File: src/rtl/y86f_pkg.sv
package y86f_pkg;
    localparam logic [3:0] IC_HALT  = 4'h0;
    localparam logic [3:0] IC_NOP   = 4'h1;
    localparam logic [3:0] IC_CMOV  = 4'h2;
    localparam logic [3:0] IC_IRMOV = 4'h3;
    localparam logic [3:0] IC_RMMOV = 4'h4;
    localparam logic [3:0] IC_MRMOV = 4'h5;
    localparam logic [3:0] IC_ALU   = 4'h6;
    localparam logic [3:0] IC_JUMP  = 4'h7;
    localparam logic [3:0] IC_CALL  = 4'h8;
    localparam logic [3:0] IC_RET   = 4'h9;
    localparam logic [3:0] IC_PUSH  = 4'hA;
    localparam logic [3:0] IC_POP   = 4'hB;

    localparam logic [3:0] FN_COND_MAX = 4'h6;
    localparam logic [3:0] FN_ALU_MAX  = 4'h3;
    localparam logic [3:0] REG_NONE    = 4'hF;
endpackage

File: src/rtl/y86f_opclass.sv
module y86f_opclass
    import y86f_pkg::*;
(
    input  logic [7:0] op_byte,
    output logic       need_reg,
    output logic       need_cst,
    output logic       is_halt,
    output logic       is_bad
);
    logic [3:0] code;
    logic [3:0] func;
    logic       func_ok;
    logic       reg_raw;
    logic       cst_raw;

    always_comb begin
        code    = op_byte[7:4];
        func    = op_byte[3:0];
        func_ok = 1'b0;
        reg_raw = 1'b0;
        cst_raw = 1'b0;
        case (code)
            IC_HALT, IC_NOP, IC_RET: begin
                func_ok = (func == 4'h0);
            end
            IC_CMOV: begin
                func_ok = (func <= FN_COND_MAX);
                reg_raw = 1'b1;
            end
            IC_IRMOV, IC_RMMOV, IC_MRMOV: begin
                func_ok = (func == 4'h0);
                reg_raw = 1'b1;
                cst_raw = 1'b1;
            end
            IC_ALU: begin
                func_ok = (func <= FN_ALU_MAX);
                reg_raw = 1'b1;
            end
            IC_JUMP: begin
                func_ok = (func <= FN_COND_MAX);
                cst_raw = 1'b1;
            end
            IC_CALL: begin
                func_ok = (func == 4'h0);
                cst_raw = 1'b1;
            end
            IC_PUSH, IC_POP: begin
                func_ok = (func == 4'h0);
                reg_raw = 1'b1;
            end
            default: begin
                func_ok = 1'b0;
            end
        endcase
        is_bad   = !func_ok;
        need_reg = reg_raw && func_ok;
        need_cst = cst_raw && func_ok;
        is_halt  = func_ok && (code == IC_HALT);
    end
endmodule

File: src/rtl/y86f_field_pick.sv
module y86f_field_pick
    import y86f_pkg::*;
#(
    parameter int CONST_BYTES = 8,
    localparam int WORD_W     = 8 * CONST_BYTES,
    localparam int TAIL_W     = 8 * (CONST_BYTES + 1)
) (
    input  logic [TAIL_W-1:0] tail,
    input  logic              need_reg,
    input  logic              need_cst,
    output logic [3:0]        reg_a,
    output logic [3:0]        reg_b,
    output logic [WORD_W-1:0] const_val
);
    logic [WORD_W-1:0] from_b1;
    logic [WORD_W-1:0] from_b2;

    generate
        for (genvar k = 0; k < CONST_BYTES; k++) begin : g_lane
            assign from_b1[8*k +: 8] = tail[8*k +: 8];
            if (k < CONST_BYTES - 1) begin : g_inner
                assign from_b2[8*k +: 8] = tail[8*(k+1) +: 8];
            end else begin : g_last
                assign from_b2[8*k +: 8] = tail[TAIL_W-1 -: 8];
            end
        end
    endgenerate

    always_comb begin
        reg_a     = need_reg ? tail[7:4] : REG_NONE;
        reg_b     = need_reg ? tail[3:0] : REG_NONE;
        const_val = '0;
        if (need_cst) begin
            const_val = need_reg ? from_b2 : from_b1;
        end
    end
endmodule

File: src/rtl/y86f_pc_step.sv
module y86f_pc_step #(
    parameter int ADDR_W      = 64,
    parameter int CONST_BYTES = 8,
    localparam int LEN_W      = $clog2(CONST_BYTES + 3)
) (
    input  logic [ADDR_W-1:0] pc,
    input  logic              need_reg,
    input  logic              need_cst,
    output logic [ADDR_W-1:0] next_pc
);
    logic [LEN_W-1:0] ilen;

    always_comb begin
        ilen = LEN_W'(1);
        if (need_reg) ilen = ilen + LEN_W'(1);
        if (need_cst) ilen = ilen + LEN_W'(CONST_BYTES);
        next_pc = pc + ADDR_W'(ilen);
    end
endmodule

File: src/rtl/y86_fetch_decode.sv
module y86_fetch_decode
    import y86f_pkg::*;
#(
    parameter int ADDR_W      = 64,
    parameter int CONST_BYTES = 8,
    localparam int WORD_W     = 8 * CONST_BYTES,
    localparam int WIN_BYTES  = CONST_BYTES + 2,
    localparam int WIN_W      = 8 * WIN_BYTES
) (
    input  logic              clk,
    input  logic              rst_n,
    input  logic              in_valid,
    input  logic [ADDR_W-1:0] pc_i,
    input  logic [WIN_W-1:0]  win_i,
    output logic              out_valid,
    output logic [3:0]        icode_o,
    output logic [3:0]        ifun_o,
    output logic [3:0]        ra_o,
    output logic [3:0]        rb_o,
    output logic [WORD_W-1:0] valc_o,
    output logic [ADDR_W-1:0] valp_o,
    output logic              need_regids_o,
    output logic              need_valc_o,
    output logic              halt_o,
    output logic              invalid_o
);
    typedef struct packed {
        logic              valid;
        logic [3:0]        icode;
        logic [3:0]        ifun;
        logic [3:0]        ra;
        logic [3:0]        rb;
        logic [WORD_W-1:0] valc;
        logic [ADDR_W-1:0] valp;
        logic              need_reg;
        logic              need_cst;
        logic              halt;
        logic              bad;
    } stage_t;

    stage_t stage_d;
    stage_t stage_q;

    logic              dec_need_reg;
    logic              dec_need_cst;
    logic              dec_halt;
    logic              dec_bad;
    logic [3:0]        dec_ra;
    logic [3:0]        dec_rb;
    logic [WORD_W-1:0] dec_valc;
    logic [ADDR_W-1:0] dec_valp;

    y86f_opclass u_opclass (
        .op_byte  (win_i[7:0]),
        .need_reg (dec_need_reg),
        .need_cst (dec_need_cst),
        .is_halt  (dec_halt),
        .is_bad   (dec_bad)
    );

    y86f_field_pick #(
        .CONST_BYTES (CONST_BYTES)
    ) u_field_pick (
        .tail      (win_i[WIN_W-1:8]),
        .need_reg  (dec_need_reg),
        .need_cst  (dec_need_cst),
        .reg_a     (dec_ra),
        .reg_b     (dec_rb),
        .const_val (dec_valc)
    );

    y86f_pc_step #(
        .ADDR_W      (ADDR_W),
        .CONST_BYTES (CONST_BYTES)
    ) u_pc_step (
        .pc       (pc_i),
        .need_reg (dec_need_reg),
        .need_cst (dec_need_cst),
        .next_pc  (dec_valp)
    );

    always_comb begin
        stage_d       = stage_q;
        stage_d.valid = in_valid;
        if (in_valid) begin
            stage_d.icode    = win_i[7:4];
            stage_d.ifun     = win_i[3:0];
            stage_d.ra       = dec_ra;
            stage_d.rb       = dec_rb;
            stage_d.valc     = dec_valc;
            stage_d.valp     = dec_valp;
            stage_d.need_reg = dec_need_reg;
            stage_d.need_cst = dec_need_cst;
            stage_d.halt     = dec_halt;
            stage_d.bad      = dec_bad;
        end
    end

    always_ff @(posedge clk or negedge rst_n) begin
        if (!rst_n) begin
            stage_q <= '0;
        end else begin
            stage_q <= stage_d;
        end
    end

    assign out_valid     = stage_q.valid;
    assign icode_o       = stage_q.icode;
    assign ifun_o        = stage_q.ifun;
    assign ra_o          = stage_q.ra;
    assign rb_o          = stage_q.rb;
    assign valc_o        = stage_q.valc;
    assign valp_o        = stage_q.valp;
    assign need_regids_o = stage_q.need_reg;
    assign need_valc_o   = stage_q.need_cst;
    assign halt_o        = stage_q.halt;
    assign invalid_o     = stage_q.bad;

    AST_VALID_DELAY: assert property (@(posedge clk) disable iff (!rst_n)
        $past(rst_n) |-> (out_valid == $past(in_valid)));

    AST_VALP_LENGTH: assert property (@(posedge clk) disable iff (!rst_n)
        out_valid |-> (valp_o - $past(pc_i) ==
            ADDR_W'(1 + (need_regids_o ? 1 : 0) + (need_valc_o ? CONST_BYTES : 0))));

    AST_HALT_OPCODE: assert property (@(posedge clk) disable iff (!rst_n)
        halt_o |-> (icode_o == IC_HALT && ifun_o == 4'h0 && !invalid_o));

    AST_BAD_QUIET: assert property (@(posedge clk) disable iff (!rst_n)
        invalid_o |-> (!need_regids_o && !need_valc_o && !halt_o));

    AST_NOREG_NONE: assert property (@(posedge clk) disable iff (!rst_n)
        (out_valid && !need_regids_o) |-> (ra_o == REG_NONE && rb_o == REG_NONE));

    AST_NOCONST_ZERO: assert property (@(posedge clk) disable iff (!rst_n)
        (out_valid && !need_valc_o) |-> (valc_o == '0));

    AST_IDLE_HOLD: assert property (@(posedge clk) disable iff (!rst_n)
        ($past(rst_n) && !$past(in_valid)) |-> ($stable(valp_o) && $stable(valc_o) && $stable(icode_o)));

    AST_CODE_FIELDS: assert property (@(posedge clk) disable iff (!rst_n)
        out_valid |-> ({icode_o, ifun_o} == $past(win_i[7:0])));
endmodule

File: config.mk
export PLATFORM = sky130hd
export DESIGN_NAME = y86_fetch_decode
export DESIGN_NICKNAME = d
export VERILOG_FILES = /design/src/rtl/y86f_pkg.sv /design/src/rtl/y86f_opclass.sv /design/src/rtl/y86f_field_pick.sv /design/src/rtl/y86f_pc_step.sv /design/src/rtl/y86_fetch_decode.sv
export SDC_FILE = /design/constraint.sdc
export NUM_CORES = 1
export LEC_CHECK = 0
export BUFFER_PORTS_ARGS = -buffer_cell sky130_fd_sc_hd__buf_4
export CORE_MARGIN = 5
export CORE_UTILIZATION = 40
export DETAILED_ROUTE_END_ITERATION = 16
export PLACE_DENSITY = 0.74
export SYNTH_ARGS = -nofsm -noshare
export SYNTH_HDL_FRONTEND = slang
export SYNTH_SLANG_ARGS = --single-unit
export TNS_END_PERCENT = 50
File: constraint.sdc
create_clock -name clk -period 1.6 [get_ports clk]
set_input_delay 0.08 -clock clk [delete_from_list [all_inputs] [get_ports clk]]
set_output_delay 0.08 -clock clk [all_outputs]
set_load 0.02 [all_outputs]
==> flow_results.xml <==
<?xml version="1.0" encoding="UTF-8"?>
<metrics>
  <group name="status">
    <metric name="outcome" unit="">finished, violations left</metric>
    <metric name="violations" unit="">negative setup slack</metric>
  </group>
  <group name="sta">
    <metric name="finalSetupViolations" unit="">61</metric>
    <metric name="min_period" unit="ns">2.12</metric>
    <metric name="worst_pin_slew" unit="ns">0.731</metric>
    <metric name="worst_slew_margin_rel" unit="">0.513</metric>
    <metric name="final.setup.worst_slack" unit="ns">-0.523</metric>
    <metric name="timing.final.hold_violations" unit="">0</metric>
    <metric name="timing_max_transition_violations_final" unit="">0</metric>
    <metric name="holdWs" unit="ns">0.0212</metric>
    <metric name="grt_setup_unrepaired" unit="">true</metric>
    <metric name="finClkSkew" unit="ns">0</metric>
    <metric name="max_frequency" unit="GHz">0.471</metric>
    <metric name="timing.final.crit_share" unit="">1.33</metric>
  </group>
  <group name="die">
    <metric name="initial_utilization" unit="">0.404</metric>
    <metric name="placeableCoreArea" unit="mm²">0.0202</metric>
    <metric name="floorplan_die_area" unit="mm²">0.0233</metric>
    <metric name="fp.dieW" unit="µm">153</metric>
    <metric name="die_height" unit="µm">153</metric>
    <metric name="io_pins" unit="">296</metric>
    <metric name="row_count" unit="">52</metric>
  </group>
  <group name="yosys">
    <metric name="synth_compound_area_frac" unit="">0.136</metric>
    <metric name="largest_cells_by_area_after_synthesis" unit="">sky130_fd_sc_hd__dfrtp_1 (46%), sky130_fd_sc_hd__mux2_2 (11%), sky130_fd_sc_hd__nand2_1 (4.4%)</metric>
    <metric name="synth.yosys.seq_area_share" unit="">0.457</metric>
    <metric name="synthArstFlopShare" unit="">1.00</metric>
    <metric name="synth_area_leader_cell" unit="">sky130_fd_sc_hd__dfrtp_1</metric>
    <metric name="synth.top_cells.by_count" unit="">sky130_fd_sc_hd__dfrtp_1 (149), sky130_fd_sc_hd__nand2_1 (96), sky130_fd_sc_hd__mux2_2 (78)</metric>
    <metric name="synth_top_family_by_area" unit="">simple AND/OR/NAND/NOR gates</metric>
    <metric name="synthesis.yosys.warnings" unit="">0</metric>
    <metric name="synth_fp_nets" unit="">1029</metric>
    <metric name="yosys-mux-area-fraction" unit="">0.108</metric>
    <metric name="synthDominantCellAreaShare" unit="">0.457</metric>
    <metric name="synthFlopType" unit="">sky130_fd_sc_hd__dfrtp_1</metric>
    <metric name="synth_fa_ha_area_frac" unit="">0.00706</metric>
    <metric name="edff_count_synth" unit="">0</metric>
    <metric name="ys_ff_latch" unit="">149</metric>
    <metric name="mappedNetlistArea" unit="mm²">0.00815</metric>
    <metric name="synth_cells" unit="">878</metric>
    <metric name="post_synthesis_mean_instance_area" unit="µm²">9.29</metric>
    <metric name="synth_cell_type_count" unit="">50</metric>
    <metric name="post_synth_and_or_nand_nor_area_fraction" unit="">0.200</metric>
    <metric name="yosys.area_share.xor_xnor" unit="">0.0365</metric>
    <metric name="dominant_cell_by_count_in_the_synthesized_netlist" unit="">sky130_fd_sc_hd__dfrtp_1</metric>
  </group>
  <group name="place">
    <metric name="dp_slack" unit="ns">-1.33</metric>
    <metric name="place_congestion" unit="">0.900</metric>
    <metric name="dp_hpwl" unit="mm">21.6</metric>
    <metric name="port_buffers" unit="">295</metric>
    <metric name="placed_cells" unit="">1528</metric>
  </group>
  <group name="power">
    <metric name="power_frac_seq" unit="">0.396</metric>
    <metric name="ir_drop" unit="mV">0.703</metric>
    <metric name="p_sw_frac" unit="">0.284</metric>
    <metric name="cellLeakagePower" unit="nW">6.08</metric>
    <metric name="p_switching" unit="mW">2.97</metric>
    <metric name="report.power.total" unit="mW">10.5</metric>
    <metric name="clock_network_fraction_of_total_power" unit="">0.375</metric>
    <metric name="pwr-share-comb" unit="">0.229</metric>
    <metric name="power.density_cell_area" unit="mW/mm²">786</metric>
    <metric name="power.internal" unit="mW">7.50</metric>
  </group>
  <group name="critical_path">
    <metric name="worstReg2RegEnd" unit="">valp_o[63]$_DFFE_PN0P_</metric>
    <metric name="crit_path_frequent_cell" unit="">sky130_fd_sc_hd__buf_8</metric>
    <metric name="worst_path_required_time" unit="ns">1.94</metric>
    <metric name="path_max_fanout" unit="">6</metric>
    <metric name="slowest_delay" unit="ns">0.36</metric>
    <metric name="startpoint_type" unit="">primary input</metric>
    <metric name="rrSetupSlack" unit="ns">0.26</metric>
    <metric name="worstSetupPathType" unit="">in2reg</metric>
    <metric name="cpMaxStageDelayCell" unit="">sky130_fd_sc_hd__fa_2</metric>
    <metric name="worstReg2RegStart" unit="">valp_o[63]$_DFFE_PN0P_</metric>
    <metric name="ff2ff_path_depth" unit="">3</metric>
    <metric name="cp_cell_sequence" unit="">buf_8, nor2b_4, a21oi_2, o21ai_2, and3b_2, inv_4, ha_4, fa_2, a31oi_4, nor3_4, buf_12, buf_8, and4_4, a31o_2, a31oi_1</metric>
    <metric name="crit_path_end_kind" unit="">flip-flop</metric>
    <metric name="crit_arrival" unit="ns">2.46</metric>
  </group>
  <group name="global_route">
    <metric name="grt_first_pass_wirelength" unit="mm">46.7</metric>
    <metric name="grt_start_max_net_pins" unit="">132</metric>
    <metric name="antenna_found_initial" unit="">0</metric>
    <metric name="grt_residual_overflow" unit="">0</metric>
    <metric name="first_global_vias" unit="">8598</metric>
    <metric name="total_routing_resource_utilization_after_global_routing" unit="">0.246</metric>
  </group>
  <group name="clocking">
    <metric name="path_clk_slew" unit="ns">0.06</metric>
    <metric name="cts_root_buf" unit="">sky130_fd_sc_hd__clkbuf_16</metric>
    <metric name="clock_latency" unit="ns">0.41</metric>
    <metric name="cts_tree" unit="">yes</metric>
    <metric name="clock_tree.htree_level_count" unit="">4</metric>
    <metric name="cts-buffers-inserted" unit="">17</metric>
    <metric name="cts-root-to-sink-buffers" unit="">2</metric>
    <metric name="clock_sinks" unit="">149</metric>
  </group>
  <group name="cells_and_area">
    <metric name="share_of_layout_cells_above_drive_strength_1" unit="">0.481</metric>
    <metric name="fin_cells" unit="">1611</metric>
    <metric name="finish.utilization" unit="">0.660</metric>
    <metric name="area_growth_syn_to_layout" unit="%">63.3</metric>
    <metric name="nNetsFinal" unit="">1480</metric>
    <metric name="antennaDiodeCount" unit="">0</metric>
  </group>
  <group name="route">
    <metric name="firstDrtPassIters" unit="">5</metric>
    <metric name="ant_nets" unit="">0</metric>
    <metric name="drt_wl_total" unit="mm">29.9</metric>
    <metric name="drtIter0Drc" unit="">603</metric>
    <metric name="vias_per_cell" unit="">5.35</metric>
    <metric name="route.vias.total" unit="">8616</metric>
    <metric name="detail_route.wl_per_cell" unit="µm">18.5</metric>
    <metric name="drcViolationCount" unit="">0</metric>
  </group>
  <group name="hold_path">
    <metric name="worst_hold_path_type" unit="">in2reg</metric>
    <metric name="min_path_cells" unit="">3</metric>
    <metric name="timing.hold.worst.start" unit="">in_valid</metric>
    <metric name="min_to" unit="">valp_o[61]$_DFFE_PN0P_</metric>
  </group>
  <group name="flow_run">
    <metric name="drv_cap" unit="">0</metric>
  </group>
</metrics>
[metrics by stage]
step / cell area [µm²] / setup TNS, ns
floorplan: 8360 / -41.84
global placement: 11800 / -75.46
detailed placement: 11800 / -80.32
CTS: 13100 / -18.64
global route: 13300 / -27.65
finish: 13300 / -22.69
[metal layers]
| metal | share of wire | track usage | up-vias |
|---|---|---|---|
| li1 | - | - | 4072 |
| met1 | 0.41 | 0.312 | 4169 |
| met2 | 0.51 | 0.417 | 307 |
| met3 | 0.051 | 0.0477 | 68 |
| met4 | 0.033 | 0.0946 | 0 |
| met5 | 0 | 0 | - |
[kinds of logic (layout without fill, tap and decap cells)]
kind of cell               count (synthesis)  after routing
xor gates and xnor gates                  34             34
and+or+nand+nor                          322            323
AOI/OAI and AO/OA                        173            173
muxes                                     78             78
adders and majority gates                  4              4
buffers and inverters                    118            580
DFF                                      149            149
[state kept, by name (all words and copies together) (netlist names)]
name and count:
rb_o 4, need_valc_o 1, valc_o 64, need_regids_o 1, icode_o 4, invalid_o 1
ra_o 4, ifun_o 4, valp_o 64, out_valid 1, halt_o 1
[layout make-up]
| class | instances | area [µm²] |
|---|---|---|
| Clock inverter | 11 | 125 |
| Tap cell | 270 | 338 |
| Multi-Input combinational cell | 612 | 4550 |
| Timing Repair Buffer | 485 | 3890 |
| Fill cell | 1613 | 6850 |
| Inverter | 64 | 243 |
| Clock buffer | 20 | 447 |
| Sequential cell | 149 | 3730 |
[how the worst max path moves through the flow]
stage	from	endpoint	slack [ns]
CTS	win_i[7]	valp_o[46]$_DFFE_PN0P_	-0.50
finish	win_i[5]	valp_o[46]$_DFFE_PN0P_	-0.52
detailed placement	win_i[6]	valp_o[60]$_DFFE_PN0P_	-1.33
global route	win_i[6]	valp_o[50]$_DFFE_PN0P_	-0.61
floorplan	win_i[6]	valp_o[52]$_DFFE_PN0P_	-1.0
global placement	win_i[6]	valp_o[52]$_DFFE_PN0P_	-1.20
[worst max-delay path: cells and delay by family]
family	cells	cell delay, ns
AO/OA/AOI/OAI	5	0.76
adder cells (fa/ha/maj)	2	0.51
AND/OR/NAND/NOR	4	0.69
buffers and inverters	4	0.41
[cells in the final DEF (no fill, tap or decap), types with 17 or more instances in the layout]
| cell | count |
|---|---|
| sky130_fd_sc_hd__a21oi_1 | 34 |
| sky130_fd_sc_hd__a31oi_1 | 34 |
| sky130_fd_sc_hd__buf_4 | 430 |
| sky130_fd_sc_hd__buf_6 | 19 |
| sky130_fd_sc_hd__clkbuf_16 | 17 |
| sky130_fd_sc_hd__dfrtp_1 | 149 |
| sky130_fd_sc_hd__dlygate4sd3_1 | 23 |
| sky130_fd_sc_hd__inv_1 | 60 |
| sky130_fd_sc_hd__mux2_2 | 77 |
| sky130_fd_sc_hd__nand2_1 | 93 |
| sky130_fd_sc_hd__nand3_1 | 21 |
| sky130_fd_sc_hd__nand4_1 | 22 |
| sky130_fd_sc_hd__nor2_1 | 75 |
| sky130_fd_sc_hd__o22ai_1 | 48 |
[power groups by stage]
| stage | registers (mW) | clock network, mW | logic (mW) |
|---|---|---|---|
| 3_3_place_gp | 4.20 | 0 | 2.18 |
| 5_1_grt | 4.17 | 4.17 | 2.57 |
| 2_1_floorplan | 4.45 | 0 | 0.748 |
| 4_1_cts | 4.14 | 4.01 | 2.34 |
| 6_report | 4.14 | 3.93 | 2.39 |
| 3_5_place_dp | 4.21 | 0 | 2.21 |
[timing repair]
action / CTS / global route
endpoints found under the setup margin: 60 / 126
buffers inserted: 17 / 16
resized for setup: 59 / 40
pin swaps: 65 / 60
hold buffers: 23 / 0
cloned: 1 / 1
endpoints found under the hold margin: 64 / 0
(Power assumes the default switching activity.)
